--- config.mk ---
export PLATFORM = sky130hd
export DESIGN_NAME = smm_entry_seq
export DESIGN_NICKNAME = d
export VERILOG_FILES = /design/src/rtl/smm_seq_pkg.sv /design/src/rtl/smm_pin_qual.sv /design/src/rtl/smm_req_gate.sv /design/src/rtl/smm_nest_ctr.sv /design/src/rtl/smm_entry_seq.sv
export SDC_FILE = /design/constraint.sdc
export NUM_CORES = 1
export LEC_CHECK = 0
export CORE_AREA = 2 2 135 137
export DETAILED_ROUTE_END_ITERATION = 16
export DIE_AREA = 0 0 137 139
export GPL_ROUTABILITY_DRIVEN = 0
export PLACE_DENSITY_LB_ADDON = 0.25
export SYNTH_ARGS = -nofsm -noshare
export SYNTH_HDL_FRONTEND = slang
export SYNTH_SLANG_ARGS = --single-unit
--- constraint.sdc ---
create_clock -name clk -period 2.75 [get_ports clk]
set_input_delay 0.55 -clock clk [delete_from_list [all_inputs] [get_ports clk]]
set_output_delay 0.55 -clock clk [all_outputs]
set_load 0.01 [all_outputs]
--- src/rtl/smm_seq_pkg.sv ---
package smm_seq_pkg;
  localparam int SMM_AW    = 32;
  localparam int SMM_DW    = 32;
  localparam int HDR_WORDS = 3;
  localparam int IDX_W     = $clog2(HDR_WORDS);

  typedef enum logic [2:0] {
    ST_IDLE, ST_SAVE, ST_ENTER, ST_IN_SMM, ST_RESTORE, ST_EXIT
  } smm_state_e;

  // byte address of header word idx
  function automatic logic [SMM_AW-1:0] hdr_word_addr(
    input logic [SMM_AW-1:0] base, input logic [IDX_W-1:0] idx);
    return base + (SMM_AW'(idx) << 2);
  endfunction

  // content of header word idx
  function automatic logic [SMM_DW-1:0] hdr_word_data(
    input logic [IDX_W-1:0] idx, input logic [SMM_AW-1:0] a,
    input logic [SMM_DW-1:0] d, input logic io, input logic vga);
    logic [SMM_DW-1:0] w;
    case (idx)
      IDX_W'(0): w = SMM_DW'(a);
      IDX_W'(1): w = d;
      default:   w = {{(SMM_DW-2){1'b0}}, vga, io};
    endcase
    return w;
  endfunction
endpackage

--- src/rtl/smm_pin_qual.sv ---
module smm_pin_qual #(
  parameter int QUAL_CYC = 2
) (
  input  logic clk,
  input  logic rst_n,
  input  logic pin_n,
  output logic sync_low,
  output logic qual_pulse
);
  localparam int CW = $clog2(QUAL_CYC + 1);

  logic s1, s2;
  logic [CW-1:0] cnt;

  always_ff @(posedge clk or negedge rst_n) begin
    if (!rst_n) begin
      s1 <= 1'b1;
      s2 <= 1'b1;
    end else begin
      s1 <= pin_n;
      s2 <= s1;
    end
  end

  assign sync_low = ~s2;

  always_ff @(posedge clk or negedge rst_n) begin
    if (!rst_n)                      cnt <= '0;
    else if (!sync_low)              cnt <= '0;
    else if (cnt != CW'(QUAL_CYC))   cnt <= cnt + 1'b1;
  end

  assign qual_pulse = sync_low && (cnt == CW'(QUAL_CYC - 1));
endmodule

--- src/rtl/smm_req_gate.sv ---
module smm_req_gate (
  input  logic       clk,
  input  logic       rst_n,
  input  logic       pin_qual,
  input  logic       sw_pulse,
  input  logic       use_pin,
  input  logic       sw_sel,
  input  logic [3:0] region_size,
  input  logic       take,
  output logic       req_set,
  output logic       pending
);
  logic size_ok, pin_ok, sw_ok;

  assign size_ok = (region_size != 4'd0);
  assign pin_ok  = use_pin & ~sw_sel & size_ok;
  assign sw_ok   = use_pin &  sw_sel & size_ok;
  assign req_set = (pin_qual & pin_ok) | (sw_pulse & sw_ok);

  always_ff @(posedge clk or negedge rst_n) begin
    if (!rst_n)       pending <= 1'b0;
    else if (req_set) pending <= 1'b1;
    else if (take)    pending <= 1'b0;
  end
endmodule

--- src/rtl/smm_nest_ctr.sv ---
module smm_nest_ctr #(
  parameter int NEST_W = 2
) (
  input  logic              clk,
  input  logic              rst_n,
  input  logic              inc,
  input  logic              dec,
  output logic [NEST_W-1:0] depth,
  output logic              full,
  output logic              nonzero
);
  always_ff @(posedge clk or negedge rst_n) begin
    if (!rst_n)                      depth <= '0;
    else if (inc && !dec && !full)   depth <= depth + 1'b1;
    else if (dec && !inc && nonzero) depth <= depth - 1'b1;
  end

  assign full    = (depth == {NEST_W{1'b1}});
  assign nonzero = (depth != '0);
endmodule

--- src/rtl/smm_entry_seq.sv ---
module smm_entry_seq
  import smm_seq_pkg::*;
#(
  parameter int QUAL_CYC = 2,
  parameter int NEST_W   = 2
) (
  input  logic              clk,
  input  logic              rst_n,
  input  logic              smi_n,
  input  logic              smi_insn,
  input  logic              rsm_insn,
  input  logic              cfg_use_pin,
  input  logic              cfg_sw_sel,
  input  logic              cfg_nest_en,
  input  logic [3:0]        cfg_region_size,
  input  logic [SMM_AW-1:0] cfg_region_base,
  input  logic [SMM_AW-1:0] cfg_hdr_addr,
  input  logic [SMM_AW-1:0] trap_addr,
  input  logic [SMM_DW-1:0] trap_data,
  input  logic              trap_is_io,
  input  logic              trap_vga,
  output logic              hdr_valid,
  output logic              hdr_write,
  output logic [SMM_AW-1:0] hdr_addr_o,
  output logic [SMM_DW-1:0] hdr_wdata,
  input  logic              hdr_ready,
  input  logic [SMM_DW-1:0] hdr_rdata,
  output logic              real_mode,
  output logic              fetch_redirect,
  output logic [SMM_AW-1:0] fetch_addr,
  output logic              in_smm,
  output logic              restore_valid,
  output logic [SMM_AW-1:0] restore_addr,
  output logic [SMM_DW-1:0] restore_data,
  output logic              restore_is_io,
  output logic              restore_vga,
  output logic              illegal_rsm
);
  localparam logic [IDX_W-1:0] LAST_IDX = IDX_W'(HDR_WORDS - 1);

  smm_state_e state;
  logic [IDX_W-1:0] widx;

  // named internal events
  logic sync_low, pin_qual, req_set, pending, take;
  logic save_acc, save_done, rstr_acc, rstr_done, rsm_go;
  logic nest_full, nest_nz, can_take;
  logic [NEST_W-1:0] depth;

  logic [SMM_AW-1:0] cap_addr;
  logic [SMM_DW-1:0] cap_data;
  logic cap_io, cap_vga, real_q, illegal_q;

  smm_pin_qual #(.QUAL_CYC(QUAL_CYC)) u_pin (
    .clk(clk), .rst_n(rst_n), .pin_n(smi_n),
    .sync_low(sync_low), .qual_pulse(pin_qual)
  );

  smm_req_gate u_gate (
    .clk(clk), .rst_n(rst_n), .pin_qual(pin_qual), .sw_pulse(smi_insn),
    .use_pin(cfg_use_pin), .sw_sel(cfg_sw_sel), .region_size(cfg_region_size),
    .take(take), .req_set(req_set), .pending(pending)
  );

  smm_nest_ctr #(.NEST_W(NEST_W)) u_nest (
    .clk(clk), .rst_n(rst_n), .inc(save_done), .dec(rstr_done),
    .depth(depth), .full(nest_full), .nonzero(nest_nz)
  );

  assign rsm_go    = (state == ST_IN_SMM) && rsm_insn;
  assign can_take  = (state == ST_IDLE) ||
                     ((state == ST_IN_SMM) && cfg_nest_en && !nest_full && !rsm_insn);
  assign take      = pending && can_take;
  assign save_acc  = (state == ST_SAVE) && hdr_ready;
  assign save_done = save_acc && (widx == LAST_IDX);
  assign rstr_acc  = (state == ST_RESTORE) && hdr_ready;
  assign rstr_done = rstr_acc && (widx == LAST_IDX);

  always_ff @(posedge clk or negedge rst_n) begin
    if (!rst_n) begin
      state <= ST_IDLE;
      widx  <= '0;
    end else begin
      case (state)
        ST_IDLE:    if (take) begin state <= ST_SAVE; widx <= '0; end
        ST_SAVE:    if (save_acc) begin
                      if (save_done) state <= ST_ENTER;
                      else           widx  <= widx + 1'b1;
                    end
        ST_ENTER:   state <= ST_IN_SMM;
        ST_IN_SMM:  if (rsm_go) begin state <= ST_RESTORE; widx <= '0; end
                    else if (take) begin state <= ST_SAVE; widx <= '0; end
        ST_RESTORE: if (rstr_acc) begin
                      if (rstr_done) state <= ST_EXIT;
                      else           widx  <= widx + 1'b1;
                    end
        ST_EXIT:    state <= nest_nz ? ST_IN_SMM : ST_IDLE;
        default:    state <= ST_IDLE;
      endcase
    end
  end

  // trap context is captured when a request is taken
  always_ff @(posedge clk or negedge rst_n) begin
    if (!rst_n) begin
      cap_addr <= '0; cap_data <= '0; cap_io <= 1'b0; cap_vga <= 1'b0;
    end else if (take) begin
      cap_addr <= trap_addr; cap_data <= trap_data;
      cap_io   <= trap_is_io; cap_vga <= trap_vga;
    end
  end

  always_ff @(posedge clk or negedge rst_n) begin
    if (!rst_n) begin
      restore_addr <= '0; restore_data <= '0;
      restore_is_io <= 1'b0; restore_vga <= 1'b0;
    end else if (rstr_acc) begin
      case (widx)
        IDX_W'(0): restore_addr <= SMM_AW'(hdr_rdata);
        IDX_W'(1): restore_data <= hdr_rdata;
        default: begin
          restore_is_io <= hdr_rdata[0];
          restore_vga   <= hdr_rdata[1];
        end
      endcase
    end
  end

  always_ff @(posedge clk or negedge rst_n) begin
    if (!rst_n) begin
      real_q    <= 1'b0;
      illegal_q <= 1'b0;
    end else begin
      if (save_done)                           real_q <= 1'b1;
      else if ((state == ST_EXIT) && !nest_nz) real_q <= 1'b0;
      illegal_q <= rsm_insn && !in_smm;
    end
  end

  assign in_smm         = nest_nz;
  assign real_mode      = real_q && nest_nz;
  assign illegal_rsm    = illegal_q;
  assign hdr_valid      = (state == ST_SAVE) || (state == ST_RESTORE);
  assign hdr_write      = (state == ST_SAVE);
  assign hdr_addr_o     = hdr_valid ? hdr_word_addr(cfg_hdr_addr, widx) : '0;
  assign hdr_wdata      = hdr_write ? hdr_word_data(widx, cap_addr, cap_data, cap_io, cap_vga) : '0;
  assign fetch_redirect = (state == ST_ENTER);
  assign fetch_addr     = cfg_region_base;
  assign restore_valid  = (state == ST_EXIT);
endmodule

* Word level (Yosys, flattened, before mapping)
Index checks and enable logic that the tools add are counted.
** Word-level totals
- Input bits :: 175
- Output and inout port bits :: 169
- Flip-flop bits (word level) :: 146
** Operators by class
- Add/subtract/negate cells :: 5
- Equal/unequal tests :: 16
- Muxes and demuxes :: 26
- Bitwise gates (word level) :: 10
- Reductions and logical operators :: 39
** Operators by type and width (count)
- two-way mux 32 bit :: 2
- case mux 32 bit (2 select lines) :: 1
- adder 32 x 4 -> 32 bit :: 1
- two-way mux 2 bit :: 11
- two-way mux 3 bit :: 6
- case mux 3 bit (6 select lines) :: 1
- logical AND 1 bit :: 17
- nonzero test 2 bit :: 5
- inequality test 2 bit, second input constant :: 4
- case mux 2 bit (4 select lines) :: 1
- nonzero test 4 bit :: 2
- adder 2 x 1 -> 2 bit, second input constant :: 3
- bitwise AND 1 bit :: 6
- == test 3 x 2 -> 1 bit, second input constant :: 2
- == test 3 bit, second input constant :: 2
- inequality test 2 x 1 -> 1 bit, second input constant :: 3
- AND reduction 2 bit :: 3
- logical NOT 1 bit :: 5
- AND reduction 5 bit :: 1
- == test 2 x 1 -> 1 bit, second input constant :: 2
- == test 2 bit, second input constant :: 2
- two-way mux 1 bit :: 4
- AND reduction 4 bit :: 1
- == test 3 x 1 -> 1 bit, second input constant :: 1
- other kinds (7) :: 10

* Depth between registers and ports, before layout
Gate-level depths: netlist (run 1).
- Word-level depth :: 9
- Mapped depth :: 7
- Gate-level depth less buffers :: 6

* Modules after synthesis
A second synthesis (run 1) with hierarchy kept.
** Unflattened totals
- Cells, all modules :: 636
- Area, all modules :: 7349.5 um^2
** Modules (own cells, without submodules)
- smm_entry_seq :: cells each 601, seq. area each 3478.3 um^2, times used 1, area each 6972.9 um^2
- smm_pin_qual :: cells each 14, seq. area each 102.6 um^2, times used 1, area each 171.4 um^2
- smm_nest_ctr :: cells each 14, seq. area each 50.0 um^2, times used 1, area each 127.6 um^2
- smm_req_gate :: cells each 7, seq. area each 25.0 um^2, times used 1, area each 77.6 um^2

* Least setup slack after synthesis (run 1)
No wires, ideal clock.
- Kind :: input -> output
- From :: input port cfg_hdr_addr[2]
- To :: output port hdr_addr_o[22]
- Buffers on the path :: 1
- Data arrival time :: 2.012 ns
- Path slack :: 0.188 ns
- Cell stages on the path :: 7
- Path through :: ha_1 fa_1 and2_1 nand4_4 buf_2 or3_1 a21oi_1
** Between the ends
- Longest elaborated chain between the ends :: 2
** Ends and longest elaborated chain
- start, declared :: line smm_entry_seq.sv:17 : input logic [SMM_AW-1:0] cfg_hdr_addr,
- adder 32 x 4 -> 32 bit :: line smm_seq_pkg.sv:14 : return base + (SMM_AW'(idx) << 2);
- two-way mux 32 bit :: line smm_entry_seq.sv:145 : assign hdr_addr_o = hdr_valid ? hdr_word_addr(cfg_hdr_addr, widx) : '0;
- end, declared :: line smm_entry_seq.sv:24 : output logic [SMM_AW-1:0] hdr_addr_o,
Every way passes these cells.

* Worst setup path after layout (run 1)
- From :: register widx[0]
- To :: output port hdr_addr_o[26]
** Between the ends
- Longest elaborated chain between the ends :: 2
** Ends and longest elaborated chain
- start, declared :: line smm_entry_seq.sv:42 : logic [IDX_W-1:0] widx;
- start signal, assigned :: line smm_entry_seq.sv:88 : else widx <= widx + 1'b1;
- start signal, assigned :: line smm_entry_seq.sv:95 : else widx <= widx + 1'b1;
- adder 32 x 4 -> 32 bit :: line smm_seq_pkg.sv:14
- two-way mux 32 bit :: line smm_entry_seq.sv:145
Every way passes these cells.

==> impl_results.md, run 1 <==
- CP arrival: ~2.3 ns
- Relative max-transition margin: 0.5774
- Crit path kind: register to output pin
- Area growth syn-to-layout: 57.51%
- Failing checks: negative setup slack
- Max Root-Sink Buffers: 2
- Sw Ratio: 0.3478
- Worst-skew pair later-pin latency: between 0.4 and 0.5 ns
- Seq pwr share: 0.302
- Power per cell area: 1082 nW/um^2
- Via/cell ratio: between 5 and 6
- Final std cells w/o fill: ~1,200
- Clock root buffer: clkbuf_16
- Die width: 137 um
- Post-DRT Antenna Nets: 0
- Remaining DRCs: 0
- Final Cycle Share: 1.030
- Total grt overflow: 0
- Die height: approximately 140 um
- Post-route minimum period: ~2.8 ns
- Cell count after placement: ~1,100
- Aggregate global-route resource usage: 0.2377
- Row count: between 40 and 50
- Top_reg_cell synth: dfrtp_1
- Startpoint types: register
- Post-Place Worst Slack: -0.7889 ns
- Run status: finished, violations left
- Fmax: roughly 0.35 GHz
- Async set-or-reset flop fraction in the synthesized netlist: 1.000
- Area leader, netlist: dfrtp_1
- Post-route worst setup slack: -0.08157 ns
- Die ar.: between 15,000 and 20,000 sq um
- Mapped Avg Cell Area: 11.69 sq um
- WL/cell: about 19 um
- Clk pwr share: 0.195
- Worst Skew: between 0.005 and 0.006 ns
- DRT iter0 DRCs: between 200 and 250
- Leak: 5.190 nW
- H-tree levels: 4
- Initial Utilization: 0.4116
- Post-synthesis cell count: 622
- P_int: just over 8 mW
- Largest net degree at the start of global routing: 68
- Port Buffer Count: 279
- Initial antenna violation count: 1
- CTS sink cnt: ~150
- CTS Buf Count: 17
- RSZ-0062 raised after global routing: yes
- Dpl hpwl: between 15,000 and 20,000 um
- Finish-stage setup viols: 12
- I/O Pins: between 300 and 400
- Mapped cell area: slightly above 7000 sq um
- Max_cap viols: 0
- Layout net count: about 1,100
- Share of the synthesized area in the top cell type: 0.4958
- Type of the tightest min-delay check: primary input to asynchronous set/reset pin
- CP max FO: 5
- Number of enable flip-flop cells after synthesis: 0
- Slew @ Worst Pin: 0.6339 ns
- Synth unique cells: 55
- Comb power frac: 0.503
- Core area: 17,660 sq um
- Crit. End Element: output pin
- Synth area leaders: dfrtp_1, mux2_2, buf_4
- Part of the Yosys area used for sequential elements: 0.5030
- Share of layout cells above drive strength 1: 0.3874
- Drt first pass iters: 4
- Commonest cells post-synth: dfrtp_1, mux2_2, nor2_1
- Peak supply drop: 0.6022 mV
- Syn_nets: 805
- Vias: around 6,300
- CTS tree: done
- Vias in the first global route: 6,767
- Switching power: 4.307 mW
- Final wirelength: 22,870 um
- Endpoints failing hold: 0
- Seq cells post-synth: between 100 and 150
- First-pass GRT wire length: approximately 35,000 um
- Reg clk slew, reported paths: 0.06 ns
- Fin. max-slew vios: 0
- Most frequent cell after synthesis: dfrtp_1
- Yosys warning total: 0
- WP data required: roughly 2.2 ns
[area by class of cell]
| type | instances | area (sq um) |
|---|---|---|
| inverters | 9 | 41.29 |
| clock inverters | 12 | 182.7 |
| fillers | 1349 | 6208 |
| multi-input cells | 396 | 3432 |
| clock buffers | 18 | 429.2 |
| well taps | 229 | 286.5 |
| repair buffers | 374 | 3413 |
| diodes | 2 | 5.005 |
| flip-flops and latches | 146 | 3659 |
[worst paths after layout]
check                                    start  cells past startpoint                            to  slack (ns)
max in group asynchronous                rst_n                      2   restore_data[8]$_DFFE_PN0P_        1.75
hold / removal                           rst_n                      1       cap_data[5]$_DFFE_PN0P_        0.10
min in group clk            u_pin.s1$_DFF_PN1_                      0            u_pin.s2$_DFF_PN1_        0.36
hold reg to reg             u_pin.s1$_DFF_PN1_                      0            u_pin.s2$_DFF_PN1_        0.36
setup reg to reg           widx[0]$_DFFE_PN0P_                     11  restore_addr[25]$_DFFE_PN0P_        0.62
setup / recovery           widx[0]$_DFFE_PN0P_                      7                hdr_addr_o[26]       -0.08
[worst max-delay path, cell delays in order (launching register included)]
cell     delay, ns
dfrtp_2       0.41
ha_4          0.16
fa_2          0.20
and2_4        0.16
nand4_4       0.12
or4_1         0.54
a21oi_1       0.12
buf_2         0.14
[through the flow]
stage	instance area [sq um]	power (mW)	setup TNS (ns)	utilization	hold WS [ns]
2_1_floorplan	7268	6.626	0	-	0.2544
3_3_place_gp	10490	9.617	-15.23	0.5940	0.3468
3_5_place_dp	10490	9.813	-16.62	0.5940	0.3507
4_1_cts	11310	12.27	-1.587	0.6403	0.1291
5_1_grt	11450	13.13	-2.092	0.6482	0.1470
6_report	11450	12.39	-0.4282	0.6484	0.1040
[per-layer routing]
metal / routed length, um / up-vias / global-route usage
li1: - / 2848 / -
met1: 8002 / 3107 / 0.2495
met2: 11810 / 278 / 0.4158
met3: 2076 / 86 / 0.08297
met4: 986 / 0 / 0.1199
met5: 0 / - / 0
[flip-flops by register name (all words and copies together), names as in the netlist, 2 cells and up]
register,cells
u_pin.cnt,2
restore_addr,32
cap_addr,32
state,3
widx,2
cap_data,32
u_nest.depth,2
restore_data,32
[kinds of logic after synthesis]
logic type	count (synthesis)	share of synthesized area
mux	134	0.2073
xor+xnor	13	0.01567
fa+ha+maj	8	0.01480
buf+inv	81	0.06524
flops	146	0.5030
compound gates	95	0.08556
simple gates	145	0.1085
[layout by cell type (no fill, tap or decap), drive strengths merged, types with 4 or more instances in the layout]
cell | netlist | final
clkdlybuf4s50 | 0 | 197
dfrtp | 144 | 144
mux2 | 132 | 132
buf | 57 | 122
nor2 | 53 | 53
clkbuf | 15 | 40
a22oi | 32 | 32
a21oi | 24 | 24
nand2 | 22 | 23
dlygate4sd2 | 0 | 21
o21ai | 13 | 13
xor2 | 10 | 10
nand3 | 10 | 10
nand4 | 10 | 10
inv | 8 | 10
o31ai | 10 | 10
or4 | 9 | 9
dlymetal6s2s | 0 | 8
or3 | 8 | 8
ha | 7 | 7
and2 | 6 | 6
and4 | 6 | 6
clkinvlp | 0 | 4
bufinv | 0 | 4
and3 | 4 | 4
[power by group through the flow]
stage	clock, mW	combinational, mW	sequential (mW)
detailed placement	0	6.09	3.72
finish	2.42	6.23	3.74
CTS	2.47	6.09	3.71
global route	2.56	6.70	3.87
global placement	0	5.96	3.66
floorplan	0	2.85	3.78
[repair_timing]
item	CTS	global route
pin swaps	29	19
gates resized for setup	185	115
setup buffers	15	12
gates cloned	2	0
setup endpoints to repair	65	56
hold buffers	0	0
Power figures use the tool's default switching activity.
==> run 2: changes to the inputs <==
--- a/config.mk
+++ b/config.mk
@@ -10,6 +10,7 @@
 export DIE_AREA = 0 0 137 139
 export GPL_ROUTABILITY_DRIVEN = 0
 export PLACE_DENSITY_LB_ADDON = 0.25
+export RECOVER_POWER = 25
 export SYNTH_ARGS = -nofsm -noshare
 export SYNTH_HDL_FRONTEND = slang
 export SYNTH_SLANG_ARGS = --single-unit
==> run 2 against run 1 <==
The flow finishes with violations (max-capacitance violations, max-slew violations, negative setup slack); count of clock-buffer cells in the layout unchanged; die area did not move; cell area fell by 0.16%.
==> impl_results.md, run 2 (synthesis gave the netlist of run 1 again) <==
- Setup slack, reg-to-reg: 0.62 ns (about the same)
- I/O Pins: 344 (unchanged)
- WL/cell: 19.32 um (was 19.28 um)
- Critical Path Source: widx[0]$_DFFE_PN0P_ (unchanged)
- Commonest non-fill, non-tap cells in the layout: clkdlybuf4s50_1, dfrtp_1, mux2_2 (unchanged)
- Total area of sequential cells: 3659 sq um (unchanged)
- Drt first pass iters: 4 (unchanged)
- Power per cell area: 1083 nW/um^2 (was 1082 nW/um^2)
- Setup crit end: hdr_addr_o[26] (unchanged)
- Post-route worst setup slack: -0.07816 ns (was -0.08157 ns)
- CTS Buf Count: 17 (unchanged)
- Design Power: 12.38 mW (was 12.39 mW)
- Crit path kind: register to output pin (unchanged)
- CP max FO: 5 (unchanged)
- Core area: 17,660 sq um (unchanged)
- Most common cell after layout, fill and taps aside: clkdlybuf4s50_1 (unchanged)
- Max_cap viols: 1 (was 0)
- Aggregate global-route resource usage: 0.2377 (unchanged)
- Cell count after placement: 1,126 (unchanged)
- CTS sink cnt: 146 (unchanged)
- Remaining DRCs: 0 (unchanged)
- Reg-to-reg endpoint: restore_addr[30]$_DFFE_PN0P_ (was restore_addr[25]$_DFFE_PN0P_)
- Vias: 6,331 (was 6,319)
- WP buf/inv: 1 (unchanged)
- Type of the tightest min-delay check: register to register (was primary input to asynchronous set/reset pin)
- Worst R2R Path Depth: 11 (unchanged)
- Run status: finished, violations left (unchanged)
- Area growth syn-to-layout: 57.26% (was 57.51%)
- Worst Skew: 0.006367 ns (was 0.005481 ns)
- Multi-input gate area: 3432 sq um (unchanged)
- Finish-stage setup viols: 9 (was 12)
- Final design utilization: 0.6473 (was 0.6484)
- WP data required: 2.20 ns (about the same)
- Clock root buffer: clkbuf_16 (unchanged)
- CP top delay family: simple AND/OR/NAND/NOR gates (unchanged)
- Largest net degree at the start of global routing: 68 (unchanged)
- First-pass GRT wire length: 35,220 um (unchanged)
- WP depth: 7 (unchanged)
- Final Cycle Share: 1.028 (was 1.030)
- Crit. End Element: output pin (unchanged)
- Worst-skew pair later-pin latency: 0.42 ns (about the same)
- Worst r2r src: widx[0]$_DFFE_PN0P_ (unchanged)
- DRT iter0 DRCs: 285 (was 239)
- Initial antenna violation count: 1 (unchanged)
- CP arrival: 2.28 ns (about the same)
- CP max stage delay: 0.54 ns (about the same)
- Leak: 5.183 nW (was 5.190 nW)
- CTS tree: done (unchanged)
- RSZ-0062 raised after global routing: yes (unchanged)
- Post-DRT Antenna Nets: 0 (unchanged)
- Max Root-Sink Buffers: 2 (unchanged)
- Endpoints failing hold: 0 (unchanged)
- Total grt overflow: 0 (unchanged)
- Initial Utilization: 0.4116 (unchanged)
- Worst path slowest cell: or4_1 (unchanged)
- Slew @ Worst Pin: 1.637 ns (was 0.6339 ns)
- Fin. max-slew vios: 63 (was 0)
- Via/cell ratio: 5.338 (was 5.328)
- H-tree levels: 4 (unchanged)
- Cts hold-fix bufs: 0 (unchanged)
- Die ar.: 19,040 sq um (unchanged)
- Final std cells w/o fill: 1,186 (unchanged)
- Critical-path cell list: ha_4, fa_2, and2_4, nand4_4, or4_1, a21oi_1, buf_2 (unchanged)
- Row count: 49 (unchanged)
- Die height: 139 um (unchanged)
- Port Buffer Count: 279 (unchanged)
- Peak supply drop: 0.6022 mV (about the same)
- Reg clk slew, reported paths: 0.06 ns (about the same)
- Relative max-transition margin: -0.09141 (was 0.5774)
- Fmax: 0.3536 GHz (was 0.3532 GHz)
- Final wirelength: 22,910 um (was 22,870 um)
- Vias in the first global route: 6,767 (unchanged)
- Layout net count: 1,127 (unchanged)
- Post-route minimum period: 2.828 ns (was 2.832 ns)
- Die width: 137 um (unchanged)
- Hold_sp: u_pin.s1$_DFF_PN1_
- Post-Place Worst Slack: -0.7889 ns (unchanged)
- Failing checks: max-capacitance violations, max-slew violations, negative setup slack (was negative setup slack)
- Dpl hpwl: 15,990 um (unchanged)
- Fillers: 1,353 (was 1,349)
- Share of layout cells above drive strength 1: 0.3874 (unchanged)
- Startpoint types: register (unchanged)
## run 2: repair_timing
item,in CTS,in global routing
buffers inserted,15,12
setup endpoints to repair,65,56
gates resized for setup,185,115
cloned,2,0
pin swaps,29,19
## run 2: area by class of cell
type / instances / area share
tap: 229 / 0.02507
multi-input combinational: 396 / 0.3003
timing repair buffer: 374 / 0.2970
inverter: 9 / 0.003612
clock inverter: 12 / 0.01598
antenna: 2 / 0.0004379
clock buffer: 18 / 0.03755
sequential: 146 / 0.3201
## run 2: power breakdown
| group | internal [mW] | total (mW) | switching [mW] |
|---|---|---|---|
| Clock | 1.51 | 2.42 | 0.903 |
| Combinational | 3.41 | 6.23 | 2.82 |
| Sequential | 3.15 | 3.74 | 0.590 |
## run 2: worst min path at each step
stage	cells after the start	slack, ns	end
finish	0	0.36	u_pin.s2$_DFF_PN1_
global route	0	0.37	u_pin.s2$_DFF_PN1_
CTS	1	0.13	cap_data[5]$_DFFE_PN0P_
detailed placement	0	0.35	u_pin.s2$_DFF_PN1_
global placement	0	0.35	u_pin.s2$_DFF_PN1_
floorplan	0	0.25	cap_addr[0]$_DFFE_PN0P_
## run 2: through the flow
step	TNS, ns	hold WS (ns)	cell area, sq um
3_5_place_dp	-16.62	0.3507	10490
2_1_floorplan	0	0.2544	7268
3_3_place_gp	-15.23	0.3468	10490
4_1_cts	-1.587	0.1291	11310
6_report	-0.3966	0.3574	11430
5_1_grt	-2.092	0.3672	11430
## run 2: worst register-to-register path, cell delays in order (launching register included)
cell	delay, ns
dfrtp_2	0.41
buf_4	0.13
buf_6	0.08
buf_6	0.11
inv_4	0.04
ha_4	0.16
buf_4	0.15
buf_4	0.13
buf_4	0.12
nand2_1	0.09
buf_12	0.22
mux2_2	0.39
## run 2: per-layer routing
metal  vias up  track usage  wire [um]
met2       270       0.4158      11890
li1       2851            -          -
met1      3125       0.2495       7997
met3        85      0.08297       2055
met4         0       0.1199        965
met5         -            0          0
==> run 3: changes to the inputs <==
--- a/config.mk
+++ b/config.mk
@@ -5,9 +5,11 @@
 export SDC_FILE = /design/constraint.sdc
 export NUM_CORES = 1
 export LEC_CHECK = 0
-export CORE_AREA = 2 2 135 137
+export CELL_PAD_IN_SITES_DETAIL_PLACEMENT = 0
+export CELL_PAD_IN_SITES_GLOBAL_PLACEMENT = 1
+export CORE_AREA = 2 2 157 159
 export DETAILED_ROUTE_END_ITERATION = 16
-export DIE_AREA = 0 0 137 139
+export DIE_AREA = 0 0 159 161
 export GPL_ROUTABILITY_DRIVEN = 0
 export PLACE_DENSITY_LB_ADDON = 0.25
 export RECOVER_POWER = 25
==> constraint.sdc (replaced) <==
create_clock -name clk -period 2.75 [get_ports clk]
set_input_delay 0.4125 -clock clk [delete_from_list [all_inputs] [get_ports clk]]
set_output_delay 0.4125 -clock clk [all_outputs]
set_load 0.01 [all_outputs]
==> run 3 against run 2 <==
The flow finishes with violations (max-capacitance violations, max-slew violations); core utilization fell by 18 points; non-clock buffer count fell by 23; final cell count increased by 6.2%; clock power decreased by 3%; flip-flop and latch count stayed put; largest cell class unchanged.
==> impl_results.md, run 3 (synthesis gave the netlist of run 1 again) <==
- Finish-stage setup viols: 0 (was 9)
- Layout net count: 1,104 (was 1,127)
- Max Root-Sink Buffers: 2 (unchanged)
- CTS sink cnt: 146 (unchanged)
- Post-DRT Antenna Nets: 0 (unchanged)
- Reg clk slew, reported paths: 0.06 ns (about the same)
- Startpoint types: register (unchanged)
- Peak supply drop: 0.4575 mV (was 0.6022 mV)
- CP arrival: 2.33 ns (was 2.28 ns)
- Die height: 161 um (was 139 um)
- Aggregate global-route resource usage: 0.1795 (was 0.2377)
- Max_cap viols: 1 (unchanged)
- Setup TNS: 0 ns (was -0.3966 ns)
- Dpl hpwl: 16,610 um (was 15,990 um)
- Setup slack, reg-to-reg: 0.62 ns (about the same)
- CTS Buf Count: 17 (unchanged)
- Design Power: 11.89 mW (was 12.38 mW)
- Post-route cell area: 11,270 sq um (was 11,430 sq um)
- Total grt overflow: 0 (unchanged)
- Core area: 23,960 sq um (was 17,660 sq um)
- Largest net degree at the start of global routing: 81 (was 68)
- Post-Place Worst Slack: -0.6168 ns (was -0.7889 ns)
- DRT iter0 DRCs: 392 (was 285)
- Die width: 159 um (was 137 um)
- Worst Skew: 0.01596 ns (was 0.006367 ns)
- Area growth syn-to-layout: 55.09% (was 57.26%)
- First-pass GRT wire length: 36,070 um (was 35,220 um)
- Post-route minimum period: 2.741 ns (was 2.828 ns)
- Crit path kind: register to output pin (unchanged)
- Crit. End Element: output pin (unchanged)
- WP data required: 2.34 ns (was 2.20 ns)
- Clock root buffer: clkbuf_16 (unchanged)
- CP max FO: 13 (was 5)
- Post-route worst setup slack: 0.008866 ns (was -0.07816 ns)
- Fmax: 0.3648 GHz (was 0.3536 GHz)
- Type of the tightest min-delay check: register to register (unchanged)
- Remaining DRCs: 0 (unchanged)
- Initial antenna violation count: 0 (was 1)
- Power per cell area: 1055 nW/um^2 (was 1083 nW/um^2)
- I/O Pins: 344 (unchanged)
- Placed Instance Area: 10,580 sq um (was 10,490 sq um)
- Port Buffer Count: 279 (unchanged)
- Leak: 5.023 nW (was 5.183 nW)
- Critical Path Source: widx[1]$_DFFE_PN0P_ (was widx[0]$_DFFE_PN0P_)
- CTS tree: done (unchanged)
- Drt first pass iters: 4 (unchanged)
- WL/cell: 18.25 um (was 19.32 um)
- Endpoints failing hold: 0 (unchanged)
- Share of layout cells above drive strength 1: 0.3116 (was 0.3874)
- Most common cell after layout, fill and taps aside: clkdlybuf4s50_1 (unchanged)
- Worst R2R Path Depth: 6 (was 11)
- Reg-to-reg endpoint: cap_data[2]$_DFFE_PN0P_ (was restore_addr[30]$_DFFE_PN0P_)
- Relative max-transition margin: -0.4100 (was -0.09141)
- Setup crit end: hdr_addr_o[25] (was hdr_addr_o[26])
- Vias in the first global route: 6,331 (was 6,767)
- Commonest non-fill, non-tap cells in the layout: clkdlybuf4s50_1, dfrtp_1, mux2_2 (unchanged)
- H-tree levels: 4 (unchanged)
- Run status: finished, violations left (unchanged)
- Slew @ Worst Pin: 2.115 ns (was 1.637 ns)
- Final wirelength: 22,980 um (was 22,910 um)
- Fillers: 2,293 (was 1,353)
- Worst-skew pair later-pin latency: 0.43 ns (was 0.42 ns)
- Via/cell ratio: 4.754 (was 5.338)
- Final Cycle Share: 0.9968 (was 1.028)
- Worst r2r src: state[0]$_DFFE_PN0P_ (was widx[0]$_DFFE_PN0P_)
- Row count: 57 (was 49)
- Fin. max-slew vios: 80 (was 63)
- Failing checks: max-capacitance violations, max-slew violations (was max-capacitance violations, max-slew violations, negative setup slack)
- Initial Utilization: 0.3033 (was 0.4116)
- Die ar.: 25,600 sq um (was 19,040 sq um)
- Vias: 5,985 (was 6,331)
- RSZ-0062 raised after global routing: yes (unchanged)
run 3: changes by cell type in the layout (fill, tap and decap cells not counted), moves of 8 or more:
| cell | before | now |
|---|---|---|
| a22oi_1 | 21 | 32 |
| a22oi_2 | 11 | 0 |
| buf_2 | 27 | 19 |
| buf_4 | 75 | 61 |
| clkbuf_2 | 23 | 1 |
| clkdlybuf4s50_1 | 196 | 214 |
| dlygate4sd2_1 | 21 | 37 |
run 3: critical path: stages, from the launching register on:
cell	delay [ns]
dfrtp_2	0.40
buf_6	0.13
ha_4	0.25
a21o_1	0.15
nand2_2	0.07
buf_12	0.14
or4_4	0.48
a21oi_2	0.13
buf_2	0.15
run 3: how the worst min path moves through the flow:
stage                       start                  endpoint  slack, ns  cells past startpoint
6_report       u_pin.s1$_DFF_PN1_        u_pin.s2$_DFF_PN1_       0.36                      0
5_1_grt        u_pin.s1$_DFF_PN1_        u_pin.s2$_DFF_PN1_       0.36                      0
4_1_cts                     rst_n  cap_data[10]$_DFFE_PN0P_       0.07                      1
3_5_place_dp   u_pin.s1$_DFF_PN1_        u_pin.s2$_DFF_PN1_       0.35                      0
3_3_place_gp   u_pin.s1$_DFF_PN1_        u_pin.s2$_DFF_PN1_       0.35                      0
2_1_floorplan               rst_n   cap_addr[0]$_DFFE_PN0P_       0.12                      0
run 3: power by group:
part	total, mW	internal (mW)	leakage (nW)	switching [mW]
clock	2.35	1.32	0.296	1.03
sequential	3.68	3.14	1.86	0.538
combinational	5.85	3.18	2.87	2.68
run 3: routing by layer:
layer,up-vias,track usage,part of all wire
met5,-,0,0
met4,0,0.06033,0.020
met3,46,0.07165,0.084
met2,211,0.3144,0.50
met1,2913,0.1993,0.40
li1,2815,-,-
run 3: area by class of cell:
class,count,area (sq um),area share
repair buffers,351,3288,0.2917
well taps,324,405.4,0.03596
diodes,1,2.502,0.0002220
multi-input cells,396,3279,0.2909
clock inverters,14,156.4,0.01387
clock buffers,18,439.2,0.03896
inverters,9,41.29,0.003663
flip-flops and latches,146,3660,0.3247
run 3: stage by stage:
| step | std cells | util | hold WS (ns) |
|---|---|---|---|
| 3_5_place_dp | 1218 | 0.4417 | 0.3491 |
| 2_1_floorplan | 622 | - | 0.1169 |
| 3_3_place_gp | 1218 | 0.4417 | 0.3460 |
| 6_report | 1259 | 0.4704 | 0.3575 |
| 5_1_grt | 1258 | 0.4703 | 0.3647 |
| 4_1_cts | 1255 | 0.4676 | 0.07327 |
run 3: timing repair:
action,CTS,global route
gates resized for setup,144,22
endpoints found under the setup margin,60,24
hold buffers,0,0
pin swaps,10,6
buffers inserted,4,3
cloned,1,0
